## src/rtl/vid_de_pkg.sv

```systemverilog
package vid_de_pkg;
  localparam int HDLY_W   = 10;
  localparam int VDLY_W   = 6;
  localparam int WID_W    = 12;
  localparam int HGT_W    = 12;
  localparam int ILO_W    = 3;
  localparam int HDLY_RST = 260;
  localparam int VDLY_RST = 24;
  localparam int WID_RST  = 1280;
  localparam int HGT_RST  = 720;

  typedef enum logic {
    DE_SRC_EXT = 1'b0,
    DE_SRC_GEN = 1'b1
  } de_src_e;
endpackage

```

## src/rtl/vde_edge_det.sv

```systemverilog
module vde_edge_det #(
  parameter int N = 2
) (
  input  logic         clk_i,
  input  logic         rst_ni,
  input  logic [N-1:0] sig_i,
  output logic [N-1:0] rise_o
);
  logic [N-1:0] sig_q;

  for (genvar g = 0; g < N; g++) begin : g_bit
    always_ff @(posedge clk_i or negedge rst_ni) begin
      if (!rst_ni) sig_q[g] <= 1'b0;
      else         sig_q[g] <= sig_i[g];
    end
    assign rise_o[g] = sig_i[g] & ~sig_q[g];
  end
endmodule

```

## src/rtl/vde_sat_cnt.sv

```systemverilog
module vde_sat_cnt #(
  parameter int W = 13
) (
  input  logic         clk_i,
  input  logic         rst_ni,
  input  logic         clr_i,
  input  logic         inc_i,
  output logic [W-1:0] cnt_o
);
  localparam logic [W-1:0] MAX = {W{1'b1}};

  logic [W-1:0] cnt_q;

  // resets saturated so nothing is in window before the first sync edge
  always_ff @(posedge clk_i or negedge rst_ni) begin
    if (!rst_ni)                     cnt_q <= MAX;
    else if (clr_i)                  cnt_q <= '0;
    else if (inc_i && cnt_q != MAX)  cnt_q <= cnt_q + 1'b1;
  end

  assign cnt_o = cnt_q;
endmodule

```

## src/rtl/vde_span_chk.sv

```systemverilog
module vde_span_chk #(
  parameter int CW = 13,
  parameter int OW = 10,
  parameter int LW = 12
) (
  input  logic [CW-1:0] cnt_i,
  input  logic [OW-1:0] ofs_i,
  input  logic [LW-1:0] len_i,
  output logic          in_o
);
  localparam int EW = CW + 1;

  logic [EW-1:0] cnt_x, beg_x, end_x;

  assign cnt_x = EW'(cnt_i);
  assign beg_x = EW'(ofs_i);
  assign end_x = beg_x + EW'(len_i);
  assign in_o  = (cnt_x >= beg_x) && (cnt_x < end_x);
endmodule

```

## src/rtl/vde_cfg_shadow.sv

```systemverilog
module vde_cfg_shadow
  import vid_de_pkg::*;
#(
  parameter int HDLY_W   = vid_de_pkg::HDLY_W,
  parameter int VDLY_W   = vid_de_pkg::VDLY_W,
  parameter int WID_W    = vid_de_pkg::WID_W,
  parameter int HGT_W    = vid_de_pkg::HGT_W,
  parameter int ILO_W    = vid_de_pkg::ILO_W,
  parameter int HDLY_RST = vid_de_pkg::HDLY_RST,
  parameter int VDLY_RST = vid_de_pkg::VDLY_RST,
  parameter int WID_RST  = vid_de_pkg::WID_RST,
  parameter int HGT_RST  = vid_de_pkg::HGT_RST
) (
  input  logic              clk_i,
  input  logic              rst_ni,
  input  logic              load_i,
  input  logic [HDLY_W-1:0] hdly_i,
  input  logic [VDLY_W-1:0] vdly_i,
  input  logic [WID_W-1:0]  wid_i,
  input  logic [HGT_W-1:0]  hgt_i,
  input  logic [ILO_W-1:0]  ilo_i,
  input  logic              force_gen_i,
  output logic [HDLY_W-1:0] hdly_o,
  output logic [VDLY_W-1:0] vdly_o,
  output logic [WID_W-1:0]  wid_o,
  output logic [HGT_W-1:0]  hgt_o,
  output logic [ILO_W-1:0]  ilo_o,
  output de_src_e           src_o
);
  always_ff @(posedge clk_i or negedge rst_ni) begin
    if (!rst_ni) begin
      hdly_o <= HDLY_W'(HDLY_RST);
      vdly_o <= VDLY_W'(VDLY_RST);
      wid_o  <= WID_W'(WID_RST);
      hgt_o  <= HGT_W'(HGT_RST);
      ilo_o  <= '0;
      src_o  <= DE_SRC_EXT;
    end else if (load_i) begin
      hdly_o <= hdly_i;
      vdly_o <= vdly_i;
      wid_o  <= wid_i;
      hgt_o  <= hgt_i;
      ilo_o  <= ilo_i;
      src_o  <= force_gen_i ? DE_SRC_GEN : DE_SRC_EXT;
    end
  end
endmodule

```

## src/rtl/vid_de_gen.sv

```systemverilog
module vid_de_gen
  import vid_de_pkg::*;
#(
  parameter int HDLY_W   = vid_de_pkg::HDLY_W,
  parameter int VDLY_W   = vid_de_pkg::VDLY_W,
  parameter int WID_W    = vid_de_pkg::WID_W,
  parameter int HGT_W    = vid_de_pkg::HGT_W,
  parameter int ILO_W    = vid_de_pkg::ILO_W,
  parameter int HDLY_RST = vid_de_pkg::HDLY_RST,
  parameter int VDLY_RST = vid_de_pkg::VDLY_RST,
  parameter int WID_RST  = vid_de_pkg::WID_RST,
  parameter int HGT_RST  = vid_de_pkg::HGT_RST
) (
  input  logic              clk_i,
  input  logic              rst_ni,
  input  logic              hs_i,
  input  logic              vs_i,
  input  logic              de_i,
  input  logic [HDLY_W-1:0] hdly_i,
  input  logic [VDLY_W-1:0] vdly_i,
  input  logic [WID_W-1:0]  wid_i,
  input  logic [HGT_W-1:0]  hgt_i,
  input  logic [ILO_W-1:0]  ilo_i,
  input  logic              force_gen_i,
  output logic              de_o,
  output logic              field_o
);
  localparam int VE_W   = ((VDLY_W > ILO_W) ? VDLY_W : ILO_W) + 1;
  localparam int PIX_W  = ((HDLY_W > WID_W) ? HDLY_W : WID_W) + 1;
  localparam int LINE_W = ((VE_W > HGT_W) ? VE_W : HGT_W) + 1;

  logic [1:0]        sync_rise;
  logic              hs_rise, vs_rise;
  logic [HDLY_W-1:0] hdly_q;
  logic [VDLY_W-1:0] vdly_q;
  logic [WID_W-1:0]  wid_q;
  logic [HGT_W-1:0]  hgt_q;
  logic [ILO_W-1:0]  ilo_q;
  de_src_e           src_q;
  logic              src_gen;
  logic              field_q;
  logic [VE_W-1:0]   vdly_eff;
  logic [PIX_W-1:0]  pix_cnt;
  logic [LINE_W-1:0] line_cnt;
  logic              h_in, v_in, de_gen;
  logic              de_i_q, de_q;

  vde_edge_det #(.N(2)) u_edge (
    .clk_i (clk_i),
    .rst_ni(rst_ni),
    .sig_i ({vs_i, hs_i}),
    .rise_o(sync_rise)
  );
  assign hs_rise = sync_rise[0];
  assign vs_rise = sync_rise[1];

  vde_cfg_shadow #(
    .HDLY_W(HDLY_W), .VDLY_W(VDLY_W), .WID_W(WID_W), .HGT_W(HGT_W), .ILO_W(ILO_W),
    .HDLY_RST(HDLY_RST), .VDLY_RST(VDLY_RST), .WID_RST(WID_RST), .HGT_RST(HGT_RST)
  ) u_cfg (
    .clk_i      (clk_i),
    .rst_ni     (rst_ni),
    .load_i     (vs_rise),
    .hdly_i     (hdly_i),
    .vdly_i     (vdly_i),
    .wid_i      (wid_i),
    .hgt_i      (hgt_i),
    .ilo_i      (ilo_i),
    .force_gen_i(force_gen_i),
    .hdly_o     (hdly_q),
    .vdly_o     (vdly_q),
    .wid_o      (wid_q),
    .hgt_o      (hgt_q),
    .ilo_o      (ilo_q),
    .src_o      (src_q)
  );
  assign src_gen = (src_q == DE_SRC_GEN);

  always_ff @(posedge clk_i or negedge rst_ni) begin
    if (!rst_ni)      field_q <= 1'b0;
    else if (vs_rise) field_q <= ~field_q;
  end

  // field 1 is lengthened by the interlace offset
  assign vdly_eff = VE_W'(vdly_q) + (field_q ? VE_W'(ilo_q) : '0);

  vde_sat_cnt #(.W(PIX_W)) u_pix_cnt (
    .clk_i (clk_i),
    .rst_ni(rst_ni),
    .clr_i (hs_rise),
    .inc_i (1'b1),
    .cnt_o (pix_cnt)
  );

  // vertical edge wins over a coincident horizontal edge
  vde_sat_cnt #(.W(LINE_W)) u_line_cnt (
    .clk_i (clk_i),
    .rst_ni(rst_ni),
    .clr_i (vs_rise),
    .inc_i (hs_rise),
    .cnt_o (line_cnt)
  );

  vde_span_chk #(.CW(PIX_W), .OW(HDLY_W), .LW(WID_W)) u_h_span (
    .cnt_i(pix_cnt),
    .ofs_i(hdly_q),
    .len_i(wid_q),
    .in_o (h_in)
  );

  vde_span_chk #(.CW(LINE_W), .OW(VE_W), .LW(HGT_W)) u_v_span (
    .cnt_i(line_cnt),
    .ofs_i(vdly_eff),
    .len_i(hgt_q),
    .in_o (v_in)
  );

  assign de_gen = h_in & v_in;

  // incoming DE is delayed one stage to line up with the counter stage
  always_ff @(posedge clk_i or negedge rst_ni) begin
    if (!rst_ni) begin
      de_i_q <= 1'b0;
      de_q   <= 1'b0;
    end else begin
      de_i_q <= de_i;
      de_q   <= src_gen ? de_gen : de_i_q;
    end
  end

  assign de_o    = de_q;
  assign field_o = field_q;
endmodule

```

## config.mk

```make
export PLATFORM = sky130hd
export DESIGN_NAME = vid_de_gen
export DESIGN_NICKNAME = d
export VERILOG_FILES = /design/src/rtl/vid_de_pkg.sv /design/src/rtl/vde_edge_det.sv /design/src/rtl/vde_sat_cnt.sv /design/src/rtl/vde_span_chk.sv /design/src/rtl/vde_cfg_shadow.sv /design/src/rtl/vid_de_gen.sv
export SDC_FILE = /design/constraint.sdc
export NUM_CORES = 1
export LEC_CHECK = 0
export BUFFER_PORTS_ARGS = -buffer_cell sky130_fd_sc_hd__buf_2
export CORE_MARGIN = 2
export CORE_UTILIZATION = 41
export CTS_CLUSTER_SIZE = 20
export DETAILED_ROUTE_END_ITERATION = 6
export HOLD_SLACK_MARGIN = 0.15
export SLEW_MARGIN = 20
export SYNTH_ARGS = -nofsm -noshare
export SYNTH_HDL_FRONTEND = slang
export SYNTH_SLANG_ARGS = --single-unit
```

## constraint.sdc

```tcl
create_clock -name clk_i -period 9.3 [get_ports clk_i]
set_clock_uncertainty 0.2 [all_clocks]
set_input_delay 1.395 -clock clk_i [delete_from_list [all_inputs] [get_ports clk_i]]
set_output_delay 1.395 -clock clk_i [all_outputs]
set_load 0.005 [all_outputs]
```

==> results of run 1 <==
==> routing by layer <==
layer | global-route usage [%] | part of all wire [%]
met5 | 0 | 0
met4 | 4.72 | 1.5
met3 | 3.61 | 3.1
met2 | 27.5 | 50
met1 | 19.7 | 46
==> where the power goes <==
group	leakage (nW)	switching, mW	internal [mW]	total [mW]
Combinational	1.63	0.214	0.192	0.406
Sequential	0.837	0.0435	0.379	0.422
Clock	0.150	0.137	0.215	0.352
==> logic make-up after synthesis <==
group | after synthesis
xor+xnor | 46
simple gates | 131
fa+ha+maj | 68
flops | 75
buf+inv | 40
compound gates | 89
mux | 34
==> worst max-delay path, delay by kind of cell, from the launching register on <==
kind	cells	cell delay [ns]
adder cells (fa/ha/maj)	4	1.25
flip-flops	1	0.42
XOR/XNOR	1	0.19
AND/OR/NAND/NOR	3	0.37
AO/OA/AOI/OAI	7	1.60
buffers and inverters	2	0.11
==> stage by stage <==
step | total power [mW] | cell area [sq um] | hold WS [ns] | setup WS, ns | std cells
floorplan | 0.730 | 4940 | 0.256 | 5.36 | 483
global route | 1.28 | 5640 | 0.312 | 4.73 | 686
finish | 1.18 | 5640 | 0.300 | 5.07 | 686
CTS | 1.20 | 5640 | 0.305 | 5.05 | 686
detailed placement | 0.838 | 5340 | 0.291 | 5.09 | 670
global placement | 0.823 | 5340 | 0.286 | 5.17 | 670
==> final timing paths <==
kind / start / end / slack, ns / cells after the start
setup / recovery: field_o / de_o / 5.07 / 17
hold / removal: u_cfg.ilo_o[2] / u_cfg.ilo_o[2] / 0.30 / 1
setup reg to reg: field_o / de_o / 5.07 / 17
hold reg to reg: u_cfg.ilo_o[2] / u_cfg.ilo_o[2] / 0.30 / 1
max in group asynchronous: rst_ni / u_cfg.hgt_o[8] / 7.27 / 1
min in group asynchronous: rst_ni / u_edge.sig_q[0] / 1.00 / 1
==> state kept, by name (all words and copies together) (netlist names) <==
signal,flops
u_cfg.wid_o,12
u_cfg.vdly_o,6
u_cfg.ilo_o,3
de_i_q,1
u_edge.sig_q,2
u_cfg.hgt_o,12
u_line_cnt.cnt_o,13
u_pix_cnt.cnt_o,13
de_o,1
u_cfg.hdly_o,10
field_o,1
u_cfg.src_o,1
==> placed cells by master (no fill, tap or decap), types with 4 or more instances in the layout <==
cell type	instances
nor2b_1	4
mux2_2	33
ha_1	65
buf_2	49
o211ai_1	5
nor2_1	43
and3_1	6
dfrtp_1	39
a21oi_1	24
nor3_1	4
o21ai_0	24
o21ai_1	7
nand2_1	34
inv_1	29
nand3_1	13
clkbuf_16	9
xor2_1	30
dfstp_2	36
nand4_1	8
xnor2_1	16
a21o_1	11
and2_1	4
==> area by class of cell <==
cell class	count	area, sq um	share of cell area, %
Multi-Input combinational cell	368	2860	50.7
Sequential cell	75	1920	34.1
Timing Repair Buffer	51	260	4.61
Clock buffer	10	239	4.24
Tap cell	147	184	3.26
Inverter	29	109	1.93
Clock inverter	6	65.1	1.15
==> reports/results.ini, run 1 <==
[yosys]
syn_avg_cell_area_sq_um=10.2
synth_edf_count=0
yosysSeqAreaShare_pct=38.9
synth_top_area_share_pct=19.8
synthArstFlopShare_pct=100
synth_most_common_cell=ha_1
synth_area_sq_um=4940
synthCells=483
synthAdderAreaFrac_pct=17.7
synthTopCellsByArea=dfrtp_1 (20%), dfstp_2 (19%), ha_1 (16%), mux2_2 (7.5%), xor2_1 (5.3%)
synth_ff_type=dfrtp_1
synth_seq_cells=75
synth_common_cells=ha_1 (65), nor2_1 (43), dfrtp_1 (39), dfstp_2 (36), nand2_1 (34)
ys_warn_count=0
yosys.area.top_type=dfrtp_1
synth_nets=600
synth_cell_types=47
synthXorXnorAreaFrac_pct=8.16
synth_top_family_by_area=adder cells
synth_simple_gate_area_share_pct=12.7
synth_compound_area_share_pct=11.5
synth_mux_area_share_pct=7.73

[setup_path]
crit_slowest_cell=fa_1
worst_ep_arrival_time_ns=4.27
cp_common_cell=ha_1
cp_max_fo=5
worstSetupPathType=reg2reg
cp_cell_sequence=and2_1, ha_1, inv_1, fa_1, inv_1, ha_1, a21o_1, a211oi_1, nor2_1, o41a_1, nand3_1, xor2_1, ha_1, a21o_1, a221oi_1, o211ai_1, o32ai_1
worst_path_largest_cell_delay_ns=0.55
cp_data_required_time_ns=9.34
critPathLaunchType=flop
cp-end-kind=flop

[timing]
tns_ns=0
max_slew_margin_pct=37.0
setup_viol=0
tightest_slew_ns=0.944
hold_violations=0
period_needed_ns=4.23
finalCritPeriodShare_pct=45.5
maxSlewViolCount=0
rsz0062_at_grt=false
max_freq_mhz=236

[clocking]
cts_tree=done
cts_resized=0
cts_made_buffers=9
hold_buffers=0
clk_path_buf_depth=2
root_buffer=clkbuf_16
clkTransAtPathRegs_ns=0.06
cts_setup_buffers=0
clkLatencyLatePin_ns=0.33
clock-sinks=75
cts-htree-levels=3

[routing]
wirelength_microns=9860
drt-initial-drc-count=146
drc=0
drt_pass1_iterations=4
dr_total_vias=3571
avgViaCountPerCell=5.21
wl_per_cell_microns=14.4
antenna_left=0

[place]
dp_hpwl_microns=7410
port_buffers=50
place_congestion=0.791

[layout]
finalNetCount=651
fillers=1118
finish.utilization_pct=47.6
area_growth_pct=14.3
drive_gt1_share_pct=25.8
num_antenna_cells=0

[flow_run]
maxCapViolations=0

[grt]
grt_pass1_vias=3521
grt_overflow_total=0
gr-usage-all-layers_pct=15.8
antenna_found_initial=0
grt_max_degree=76
grt_pass1_wl_microns=16500

[die]
die-width_microns=114
die_h_microns=114
rows=40
start_util_pct=41.6
io_pins=51
core_sq_um=11900
dieArea_sq_um=12900

[outcome]
status=complete, no violations

[min_path]
hp-class=reg2reg

[power]
ir_worst_vdd_mv=0.117
p_per_area_nw_per_um2=209
p_leak_nw=2.62

Note: power is estimated with default switching activity, not from simulation.
==> run 2, diff against run 1 <==
==> constraint.sdc (replaced) <==
create_clock -name clk_i -period 4 [get_ports clk_i]
set_clock_uncertainty 0.2 [all_clocks]
set_input_delay 0.6 -clock clk_i [delete_from_list [all_inputs] [get_ports clk_i]]
set_output_delay 0.6 -clock clk_i [all_outputs]
set_load 0.005 [all_outputs]
==> reports/results.ini, run 2 (synthesized netlist as in run 1, its figures left out) <==
[timing]
rsz0062_at_grt=true
period_needed_ns=3.98
setup_viol=0
tns_ns=0
finalCritPeriodShare_pct=99.5
max_freq_mhz=251
tightest_slew_ns=0.944
max_slew_margin_pct=37.1
hold_violations=0
maxSlewViolCount=0
fin_hold_ws_ns=0.170

[routing]
drt-initial-drc-count=121
wirelength_microns=10100
antenna_left=0
drc=0
avgViaCountPerCell=5.23
drt_pass1_iterations=4
dr_total_vias=3671
wl_per_cell_microns=14.4

[die]
start_util_pct=41.6
core_sq_um=11900
die_h_microns=114
die-width_microns=114
io_pins=51
rows=40
dieArea_sq_um=12900

[clocking]
clkLatencyLatePin_ns=0.34
clock-sinks=75
root_buffer=clkbuf_16
clkTransAtPathRegs_ns=0.06
cts-htree-levels=3
clk_path_buf_depth=2
cts_made_buffers=9
cts_tree=done

[layout]
mostFrequentLayoutCell=ha_1
drive_gt1_share_pct=29.5
fillers=1104
num_antenna_cells=0
final_cell_area_sq_um=5820
multi_input_area_sq_um=2910
area_growth_pct=17.9
fin_cells=702
most-common-layout-cells=ha_1 (64), buf_2 (49), nor2_1 (43)
finalNetCount=667
seq_area_sq_um=1920

[place]
dp_hpwl_microns=7640
port_buffers=50
dpl_cell_area_sq_um=5390
dpl.cell_count=677
place_congestion=0.848

[power]
ir_worst_vdd_mv=0.354
p_leak_nw=2.71
p_per_area_nw_per_um2=500

[grt]
antenna_found_initial=0
grt_overflow_total=0
grt_max_degree=76
grt_pass1_wl_microns=17100
gr-usage-all-layers_pct=16.6
grt_pass1_vias=3661

[setup_path]
worst_ep_arrival_time_ns=4.01
critPathLaunchType=flop
reg2reg_slack_ns=0.02
cp-end-kind=flop
cp_data_required_time_ns=4.04
cp_max_fo=4
worstSetupPathType=reg2reg

[min_path]
hp-class=in2reg

[outcome]
status=complete, no violations

[flow_run]
maxCapViolations=0

run 2: cell count changes in the layout (fill, tap and decap cells not counted), sizes merged:
cell / previous run / this run
clkbuf: 10 / 11
clkinv: 5 / 2
buf: 51 / 67
clkinvlp: 0 / 1
bufinv: 1 / 2
run 2: layout make-up:
type / count / share of cell area [%]
repair buffers: 67 / 6.53
flip-flops and latches: 75 / 33.0
well taps: 147 / 3.16
clock buffers: 11 / 4.17
clock inverters: 5 / 1.33
multi-input cells: 368 / 49.9
inverters: 29 / 1.87
run 2: what timing repair did:
| item | 4_1_cts | 5_1_grt |
|---|---|---|
| endpoints found under the setup margin | 1 | 1 |
| hold buffers | 0 | 0 |
| pin swaps | 10 | 3 |
| hold endpoints to repair | 0 | 0 |
| gates resized for setup | 11 | 0 |
| setup buffers | 9 | 0 |
run 2: path summary, 6_finish.rpt:
path / start / end / cells after the start
worst min register to register: u_cfg.ilo_o[0] / u_cfg.ilo_o[0] / 1
max in group asynchronous: rst_ni / u_cfg.vdly_o[5] / 1
worst max-delay path: field_o / de_o / 19
worst min-delay path: de_i / de_i_q / 1
worst max register to register: field_o / de_o / 19
min in group asynchronous: rst_ni / u_cfg.hdly_o[0] / 1
run 2: metal layers:
metal	GRT usage (%)	vias up	wire, microns	part of all wire, %
met5	0	-	0	0
met4	4.31	0	161	1.6
met3	4.52	14	350	3.5
met2	29.5	59	5080	50
met1	20.0	1759	4540	45
li1	-	1839	-	-
run 2: critical path, stage by stage, from the launching register on:
cell	delay, ns
dfrtp_1	0.39
and2_1	0.14
ha_2	0.17
inv_1	0.05
fa_2	0.52
inv_1	0.04
ha_1	0.26
a21o_1	0.18
a211oi_2	0.18
nor2_1	0.08
o41a_1	0.33
buf_4	0.15
nand3_2	0.07
xor2_1	0.16
ha_1	0.27
a21oi_1	0.13
o21ai_1	0.08
a21oi_1	0.13
o21ai_1	0.08
o32ai_1	0.27
run 2: through the flow:
stage / utilization (%) / total power [mW] / worst slack [ns]
2_1_floorplan: - / 1.70 / 0.0617
3_3_place_gp: 45.4 / 1.95 / 0.0299
3_5_place_dp: 45.4 / 1.99 / -0.110
4_1_cts: 49.1 / 2.95 / 0.000574
5_1_grt: 49.1 / 3.16 / -0.184
6_report: 49.1 / 2.91 / 0.0216
run 2: power breakdown:
part / switching [mW] / internal [mW] / total [mW]
Combinational: 0.528 / 0.533 / 1.06
Sequential: 0.0998 / 0.881 / 0.981
Clock: 0.310 / 0.561 / 0.871
